[config.mk]
export PLATFORM = sky130hd
export DESIGN_NAME = pdac_latch_ctrl
export DESIGN_NICKNAME = d
export VERILOG_FILES = /design/src/rtl/pdac_pkg.sv /design/src/rtl/pdac_stage_chain.sv /design/src/rtl/pdac_gate.sv /design/src/rtl/pdac_hold_reg.sv /design/src/rtl/pdac_latch_ctrl.sv
export SDC_FILE = /design/constraint.sdc
export NUM_CORES = 1
export LEC_CHECK = 0
export BUFFER_PORTS_ARGS = -buffer_cell sky130_fd_sc_hd__buf_2
export CORE_MARGIN = 3
export CORE_UTILIZATION = 58
export DETAILED_ROUTE_END_ITERATION = 10
export PLACE_DENSITY_LB_ADDON = 0.15
export SYNTH_ARGS = -nofsm -noshare
export SYNTH_HDL_FRONTEND = slang
export SYNTH_SLANG_ARGS = --single-unit
[constraint.sdc]
create_clock -name clk -period 2.1 [get_ports clk]
set_input_delay 0.42 -clock clk [delete_from_list [all_inputs] [get_ports clk]]
set_output_delay 0.42 -clock clk [all_outputs]
set_load 0.05 [all_outputs]
[src/rtl/pdac_pkg.sv]
package pdac_pkg;

    // Default resolution and synchronizer depth
    localparam int DEF_CODE_W  = 14;
    localparam int DEF_SYNC_N  = 2;

    // Synchronized strobe bundle, all active low
    typedef struct packed {
        logic sel_n;
        logic wr_n;
        logic ld_n;
    } strobe_t;

    localparam int STROBE_W = $bits(strobe_t);

    // Input register is open while both select and write are asserted
    function automatic logic input_window(strobe_t s);
        return (!s.sel_n) && (!s.wr_n);
    endfunction

    // DAC register is open on load, but never together with the input register
    function automatic logic dac_window(strobe_t s);
        return (!s.ld_n) && !input_window(s);
    endfunction

endpackage

[src/rtl/pdac_stage_chain.sv]
module pdac_stage_chain #(
    parameter int W      = 1,
    parameter int STAGES = 2,
    parameter logic [W-1:0] RST_VAL = '0
) (
    input  logic         clk,
    input  logic         rst,
    input  logic [W-1:0] d,
    output logic [W-1:0] q
);
    logic [W-1:0] stage_q [STAGES];

    genvar g;
    generate
        for (g = 0; g < STAGES; g++) begin : g_stage
            if (g == 0) begin : g_first
                always_ff @(posedge clk) begin
                    if (rst) stage_q[g] <= RST_VAL;
                    else     stage_q[g] <= d;
                end
            end else begin : g_next
                always_ff @(posedge clk) begin
                    if (rst) stage_q[g] <= RST_VAL;
                    else     stage_q[g] <= stage_q[g-1];
                end
            end
        end
    endgenerate

    assign q = stage_q[STAGES-1];
endmodule

[src/rtl/pdac_gate.sv]
module pdac_gate
    import pdac_pkg::*;
(
    input  strobe_t strobes,
    output logic    in_open,
    output logic    dac_open
);
    always_comb begin
        in_open  = input_window(strobes);
        dac_open = dac_window(strobes);
    end
endmodule

[src/rtl/pdac_hold_reg.sv]
module pdac_hold_reg #(
    parameter int W = 14
) (
    input  logic         clk,
    input  logic         rst,
    input  logic         open,
    input  logic [W-1:0] d,
    output logic [W-1:0] q
);
    always_ff @(posedge clk) begin
        if (rst)       q <= '0;
        else if (open) q <= d;
    end
endmodule

[src/rtl/pdac_latch_ctrl.sv]
module pdac_latch_ctrl
    import pdac_pkg::*;
#(
    parameter int CODE_W = DEF_CODE_W,
    parameter int SYNC_N = DEF_SYNC_N
) (
    input  logic              clk,
    input  logic              rst,
    input  logic [CODE_W-1:0] data_in,
    input  logic              sel_n,
    input  logic              wr_n,
    input  logic              ld_n,
    output logic [CODE_W-1:0] code_out,
    output logic              update_pulse
);
    strobe_t           strobe_raw;
    strobe_t           strobe_sync;
    logic [CODE_W-1:0] data_aligned;
    logic [CODE_W-1:0] in_word;
    logic [CODE_W-1:0] dac_word;
    logic              in_open;
    logic              dac_open;
    logic              pulse_q;

    assign strobe_raw = '{sel_n: sel_n, wr_n: wr_n, ld_n: ld_n};

    // Strobes idle high out of reset
    pdac_stage_chain #(
        .W(STROBE_W), .STAGES(SYNC_N), .RST_VAL({STROBE_W{1'b1}})
    ) u_strobe_sync (
        .clk(clk), .rst(rst), .d(strobe_raw), .q(strobe_sync)
    );

    // Data delayed by the same depth so it lines up with the strobes
    pdac_stage_chain #(
        .W(CODE_W), .STAGES(SYNC_N), .RST_VAL('0)
    ) u_data_align (
        .clk(clk), .rst(rst), .d(data_in), .q(data_aligned)
    );

    pdac_gate u_gate (
        .strobes(strobe_sync), .in_open(in_open), .dac_open(dac_open)
    );

    pdac_hold_reg #(.W(CODE_W)) u_input_reg (
        .clk(clk), .rst(rst), .open(in_open), .d(data_aligned), .q(in_word)
    );

    pdac_hold_reg #(.W(CODE_W)) u_dac_reg (
        .clk(clk), .rst(rst), .open(dac_open), .d(in_word), .q(dac_word)
    );

    // Pulse lands in the same cycle the DAC register takes a new value
    always_ff @(posedge clk) begin
        if (rst) pulse_q <= 1'b0;
        else     pulse_q <= dac_open && (in_word != dac_word);
    end

    assign code_out     = dac_word;
    assign update_pulse = pulse_q;
endmodule

# Yosys cells after proc, flatten, opt, wreduce, memory -nomap -nowiden
# Memory sizes are Yosys's and may differ from the RTL's. A register that Yosys moved wholly into a read port is not among the register bits.
# Cells that the tools add are included.
# word_totals
reg_bits	15
latch_bits	0
mem_bits_rw	34
rom_bits	0
wordCells	23
n_memories	2
# memory_table
memory	words	word_bits	read_ports	rd_clocked_by_memory_dff	wr	line_no	text
u_data_align.stage_q	2	14	2	1	2	pdac_stage_chain.sv:11	logic [W-1:0] stage_q [STAGES];
u_strobe_sync.stage_q	2	3	2	0	2	pdac_stage_chain.sv:11	
# op_classes
n_addsub	0
mul	0
div	0
magnitude_cmp	0
eq_ne	1
n_shift	0
n_mux	7
bitwise	4
n_reduce_logical	7
# ops
op	count
$mux W14	2
$ne A14 B14 Y1	1
$mux W3	2
$logic_not A1 Y1	4
$or A1 B1 Y1	4
$logic_and A1 B1 Y1	3
$mux W1	3

# Logic depth before layout (Yosys ltp)
# Gate-level depths: netlist of the first run.
# logic_depth
depth_word	5
depth_mapped	6

# By module
# From an unflattened synthesis of the first run, not the netlist that was laid out.
# hier_totals
hier_cells	183
hier_area_um2	2144.6
# by_module_without_submodules
mod	instances	cells_each	area_per_inst_um2
pdac_hold_reg	2	45	508.0
pdac_stage_chain at u_data_align	1	58	778.2
pdac_latch_ctrl	1	21	178.9
pdac_stage_chain at u_strobe_sync	1	12	157.7
pdac_gate	1	2	13.8

# Least setup slack after synthesis of the first run
# Ideal clock, no wire load.
# synth_timing
kind	register to register
startpoint	reg u_dac_reg.q[3]
endpoint	reg pulse_q, in the netlist update_pulse
t_arrival_ns	1.225
setup_slack_ns	0.744
stages_incl_launch_ff	5
path_buffers	0
synth_period_minus_slack_ns	1.356
path_cell_list	dfxtp_1 xnor2_1 nand4_1 nor4_1 nor3_1
# synth_between
elab_chain_len	2
# synth_rtl
item	line_no	text
start, declared	pdac_hold_reg.sv:8	output logic [W-1:0] q
start signal, assigned	pdac_hold_reg.sv:11	if (rst) q <= '0;
start signal, assigned	pdac_hold_reg.sv:12	else if (open) q <= d;
$ne A14 B14 Y1	pdac_latch_ctrl.sv:56	else pulse_q <= dac_open && (in_word != dac_word);
$logic_and A1 B1 Y1	pdac_latch_ctrl.sv:56	
end signal, assigned	pdac_latch_ctrl.sv:56	
end, declared	pdac_latch_ctrl.sv:23	logic pulse_q;
# Every way passes these cells.
# A chain may end at the register's enable or synchronous reset.

# Final worst setup path of the first run
# layout_timing
startpoint	reg u_dac_reg.q[11]
endpoint	out code_out[11]
# layout_rtl
item	line_no	text
end, declared	pdac_latch_ctrl.sv:13	output logic [CODE_W-1:0] code_out,
# No word-level cell between the ends.

==> flow_summary.ini, run 1 <==
[floorplanning]
die_area_sq_um = 4400
row_count = 21
start_util = 0.619
core_area_sq_um = 3420
io_pins = 34
fp.dieW_microns = 66.4
die_height_microns = 66.4

[worst_setup_path]
crit_slowest_cell = dfxtp_1
critPathKind = flop to output pin
cp_num_buf_inv = 1
critical_path.max_stage_delay_ps = 380
start_kind = flop
reg2reg_to = u_dac_reg.q[9]$_SDFFE_PP0P_
timing.critical_path.arrival_ps = 1040
r2r_cells = 4
r2r_start = u_strobe_sync.stage_q[1][2]$_SDFF_PP1_
path_cells = buf_2
worstSetupEndpointType = output pin
required_ps = 1680
cp_max_fo = 3
crit_family = flip-flops
r2r_setup_slack_ps = 810

[timing]
rsz0062_at_grt = false
hold_ws_ps = 228
timing.slew.headroom = 0.646
setup_viol_count_final = 0
post-route-min-period_ps = 1460
worst_pin_slew_ps = 531
finalSetupTns_ps = 0
hold_violations = 0
finalClockSkew_ps = 9.51
period_share = 0.697
fmax_ghz = 0.683
drv_slew = 0

[yosys]
netlist_instances = 217
ys_seq_area_frac = 0.597
syn_avg_cell_area_sq_um = 9.74
synth_nets = 236
yosysUniqueCellTypes = 19
async_reset_ff_frac = 0
synth-main-ff-cell = dfxtp_1
yosys_warnings = 0
synth-edff-count = 0
ys_seq_elements = 63
synthesis.area_sq_um = 2110

[grt]
grt_pass1_wl_microns = 5150
grt_pass1_vias = 1137
grt_antenna_before_repair = 0
grt-ovfl-total = 0
grtUsageTotal = 0.162
grt_max_degree = 34

[pwr]
peakVddDrop_uv = 441
p_leak_nw = 0.940
power_density_nw_per_um2 = 856

[route]
drt_iter0_markers = 104
drc_errors = 0
wl_per_cell_microns = 9.77
dr.pass1.iters = 4
vias = 1377
vias_per_cell = 4.54
wirelength_microns = 2960
drtAntennaViolNets = 0

[run]
max_cap_viol_count = 0

[clock_tree]
cts_hold_buf = 0
cts_root_buffer = clkbuf_4
cts_setup_buffers = 0
cts.repair.resized = 0
h-tree-depth = 3
cts_buffers = 9
clk_latency_ps = 380
clk_path_buf_depth = 2
cts.sinks = 63
tritoncts = yes
clkSlewWorstSetupHoldPaths_ps = 100

[finish]
diodes = 0
fillers = 292
ff_latch_area_sq_um = 1260
finalCoreUtilization = 0.709
nets = 271
area_growth_pct = 14.6
multiInputGateArea_sq_um = 781
drive_gt1_frac = 0.257

[placed_design]
place_hpwl_microns = 1950
port_buffers = 33
routabilityCongestion = 0.711

[hold_path]
hold_start = wr_n
hold_end = u_strobe_sync.stage_q[0][1]$_SDFF_PP1_
min_path_type = input pin to flop
holdPathStages = 2

[status]
status = finished, final reports clean
-- synthesized netlist by cell type, drive strengths merged, types with 2 or more instances --
cell / n / share of area
clkbuf: 5 / 0.0089
nand2: 57 / 0.10
a21oi: 28 / 0.082
nor2: 2 / 0.0036
buf: 7 / 0.025
dfxtp: 63 / 0.60
nand4: 3 / 0.0089
or2: 7 / 0.021
nor2b: 28 / 0.083
xnor2: 14 / 0.058
-- routing by layer --
metal,wire [microns],GRT usage
met5,0,0
met4,25,0.114
met3,187,0.0663
met2,1270,0.214
met1,1480,0.209
-- worst max path at each step --
stage	depth (start not counted)	start	end	slack, ps
global placement	3	rst	update_pulse$_SDFF_PP0_	610
floorplan	4	u_dac_reg.q[3]$_SDFFE_PP0P_	update_pulse$_SDFF_PP0_	740
finish	1	u_dac_reg.q[11]$_SDFFE_PP0P_	code_out[11]	640
CTS	1	u_dac_reg.q[11]$_SDFFE_PP0P_	code_out[11]	590
global route	1	u_dac_reg.q[9]$_SDFFE_PP0P_	code_out[9]	540
detailed placement	3	rst	update_pulse$_SDFF_PP0_	600
-- kinds of logic (layout without fill, tap and decap cells) --
family          after synthesis  in the layout  share of synthesized area
compound gates               28             28                     0.0823
xor+xnor                     14             14                     0.0580
buf+inv                      12             52                     0.0337
flops                        63             63                      0.597
simple gates                100            100                      0.229
-- report_power, final --
group,switching (W),total (W),internal [W],leakage [nW]
registers,0.00000673,0.00123,0.00122,0.515
clock network,0.000381,0.000773,0.000392,0.0768
logic,0.0000346,0.0000675,0.0000329,0.348
total,0.000423,0.00207,0.00165,0.940
-- state kept, by name (all words and copies together) (netlist names) --
signal                 count
u_input_reg.q             14
u_data_align.stage_q      28
u_dac_reg.q               14
update_pulse               1
u_strobe_sync.stage_q      6
-- per-stage QoR --
stage	cells	area, sq um	worst slack (ps)	total power [W]
floorplan	217	2110	744	0.00131
global placement	287	2290	606	0.00133
detailed placement	287	2290	603	0.00133
CTS	303	2420	593	0.00210
global route	303	2420	539	0.00218
finish	303	2420	637	0.00207
-- cells in the final DEF, fill, tap and decap left out --
master and instances:
dfxtp_1 63, nand2_1 57, buf_2 33, nor2b_1 28, a21oi_1 19, xnor2_1 14
a21oi_2 9, clkbuf_4 9, or2_2 6, nand4_1 3, clkinv_2 3, buf_4 3
nor2_1 2, clkbuf_1 2, or2_1 1, nand2b_4 1, nor4_1 1, nor3_1 1
clkbuf_8 1, bufinv_16 1
-- final cells by class --
class,count,share of cell area
multi-input combinational,142,0.322
tap,46,0.0238
clock inverter,4,0.0186
timing repair buffer,36,0.0775
sequential,63,0.521
clock buffer,12,0.0367
Note: power is estimated with default switching activity, not from simulation.
==> run 2: changes to the inputs <==
Settings changed: ABC_AREA set to 1, CORE_UTILIZATION 58 to 55.
Clock period 2.1 ns to 1.5 ns, I/O delays scaled along.
==> flow_summary.ini, run 2 <==
[floorplanning]
fp.dieW_microns = 69.7
core_area_sq_um = 3770
die_height_microns = 69.7
io_pins = 34
die_area_sq_um = 4850
row_count = 22
start_util = 0.591

[placed_design]
routabilityCongestion = 0.755
port_buffers = 33
place_hpwl_microns = 2430

[clock_tree]
cts_root_buffer = clkbuf_8
cts.sinks = 63
tritoncts = yes
h-tree-depth = 3
clkSlewWorstSetupHoldPaths_ps = 70
cts_setup_buffers = 0
cts.repair.resized = 0
cts_hold_buf = 0
cts_buffers = 9
clk_latency_ps = 330
clk_path_buf_depth = 2

[yosys]
netlist_instances = 275
synth-main-ff-cell = dfxtp_1
async_reset_ff_frac = 0
synth_nets = 294
yosys_warnings = 0
synth.area.top_cells = dfxtp_1, inv_1, nand2_1
syn_avg_cell_area_sq_um = 8.10
ys_seq_area_frac = 0.566
yosysUniqueCellTypes = 20
synth-edff-count = 0
synth_top_area_frac = 0.566
synth.most_common_cell = dfxtp_1
ys_seq_elements = 63
synthesis.area_sq_um = 2230
synth_commonest_cells = dfxtp_1, inv_1, nand2_1
synth_top_area_cell = dfxtp_1

[worst_setup_path]
cp_num_buf_inv = 1
crit_slowest_cell = dfxtp_1
critical_path.max_stage_delay_ps = 390
path_cells = buf_2
timing.critical_path.arrival_ps = 1010
start_kind = flop
cp_max_fo = 3
worstSetupEndpointType = output pin
critPathKind = flop to output pin
required_ps = 1200
crit_family = flip-flops

[hold_path]
min_path_type = input pin to flop

[route]
vias_per_cell = 4.46
drc_errors = 0
wl_per_cell_microns = 9.73
wirelength_microns = 3540
vias = 1625
dr.pass1.iters = 4
drtAntennaViolNets = 0
drt_iter0_markers = 56

[grt]
grt-ovfl-total = 0
grt_max_degree = 28
grt_pass1_vias = 1403
grt_antenna_before_repair = 0
grtUsageTotal = 0.160
grt_pass1_wl_microns = 5980

[timing]
finalSetupTns_ps = 0
timing.slew.headroom = 0.731
drv_slew = 0
period_share = 0.871
rsz0062_at_grt = false
fmax_ghz = 0.765
finalClockSkew_ps = 6.32
post-route-min-period_ps = 1310
setup_viol_count_final = 0
hold_violations = 0
worst_pin_slew_ps = 403
hold_ws_ps = 151

[finish]
nets = 330
largest_register = u_data_align.stage_q
largest_register_ffs = 28
mostFrequentLayoutCell = dfxtp_1
fillers = 323
drive_gt1_frac = 0.206
area_growth_pct = 16.7
diodes = 0
ff_latch_area_sq_um = 1260
mostFrequentLayoutCells = dfxtp_1, inv_1, nand2_1, nor2_1, buf_2
reg_top3 = u_data_align.stage_q: 28 flops, u_dac_reg.q: 14 flops, u_input_reg.q: 14 flops
multiInputGateArea_sq_um = 687

[pwr]
p_leak_nw = 1.21
power_density_nw_per_um2 = 1310
peakVddDrop_uv = 832

[run]
max_cap_viol_count = 0

[status]
status = finished, final reports clean
-- run 2: cell count changes after synthesis, moves of 3 or more --
cell      change
nand2_1      -14
o21ai_0      +19
nand4_1       -3
inv_1        +52
nand3_1       +9
clkbuf_1      -5
a21oi_2       -8
nor2_1       +38
nor2b_1      -28
xnor2_1      -12
o21ai_1       +5
-- run 2: final cells by class --
cell class	count	area share
Sequential cell	63	0.485
Multi-Input combinational cell	148	0.264
Inverter	55	0.0813
Timing Repair Buffer	34	0.0664
Clock buffer	13	0.0649
Tap cell	48	0.0231
Clock inverter	3	0.0154
-- run 2: metrics by stage --
step | total power (W) | utilization | instances | area [sq um] | setup WS, ps
after global routing | 0.00354 | 0.690 | 364 | 2600 | 138
after floorplan | 0.00190 | - | 275 | 2230 | 281
final | 0.00340 | 0.690 | 364 | 2600 | 193
after detailed placement | 0.00195 | 0.634 | 348 | 2390 | 269
after global placement | 0.00194 | 0.634 | 348 | 2390 | 308
after CTS | 0.00343 | 0.690 | 364 | 2600 | 171
-- run 2: cell families after synthesis --
group / synth area share
AND/OR/NAND/NOR: 0.197
buffers and inverters: 0.126
flip-flops: 0.566
AO/OA/AOI/OAI: 0.104
XOR/XNOR: 0.00786
-- run 2: power breakdown --
group / total [W] / internal [W] / switching, W
combinational: 0.000163 / 0.0000608 / 0.000102
clock: 0.00149 / 0.000898 / 0.000589
sequential: 0.00175 / 0.00173 / 0.0000199
-- run 2: layer usage --
layer,GRT usage,vias to the layer above,part of all wire
li1,-,895,-
met4,0.0894,0,0.016
met1,0.179,687,0.47
met2,0.247,39,0.46
met5,0,-,0
met3,0.0783,4,0.063
-- run 2: path summary, 6_finish.rpt --
kind / endpoint / depth (start not counted) / slack [ps] / from
worst max register to register: u_input_reg.q[9]$_SDFFE_PP0P_ / 4 / 370 / u_strobe_sync.stage_q[1][2]$_SDFF_PP1_
worst min register to register: u_data_align.stage_q[1][11]$_SDFF_PP0_ / 2 / 390 / u_data_align.stage_q[0][11]$_SDFF_PP0_
worst min-delay path: u_strobe_sync.stage_q[0][2]$_SDFF_PP1_ / 2 / 150 / sel_n
worst max-delay path: code_out[11] / 1 / 190 / u_dac_reg.q[11]$_SDFFE_PP0P_
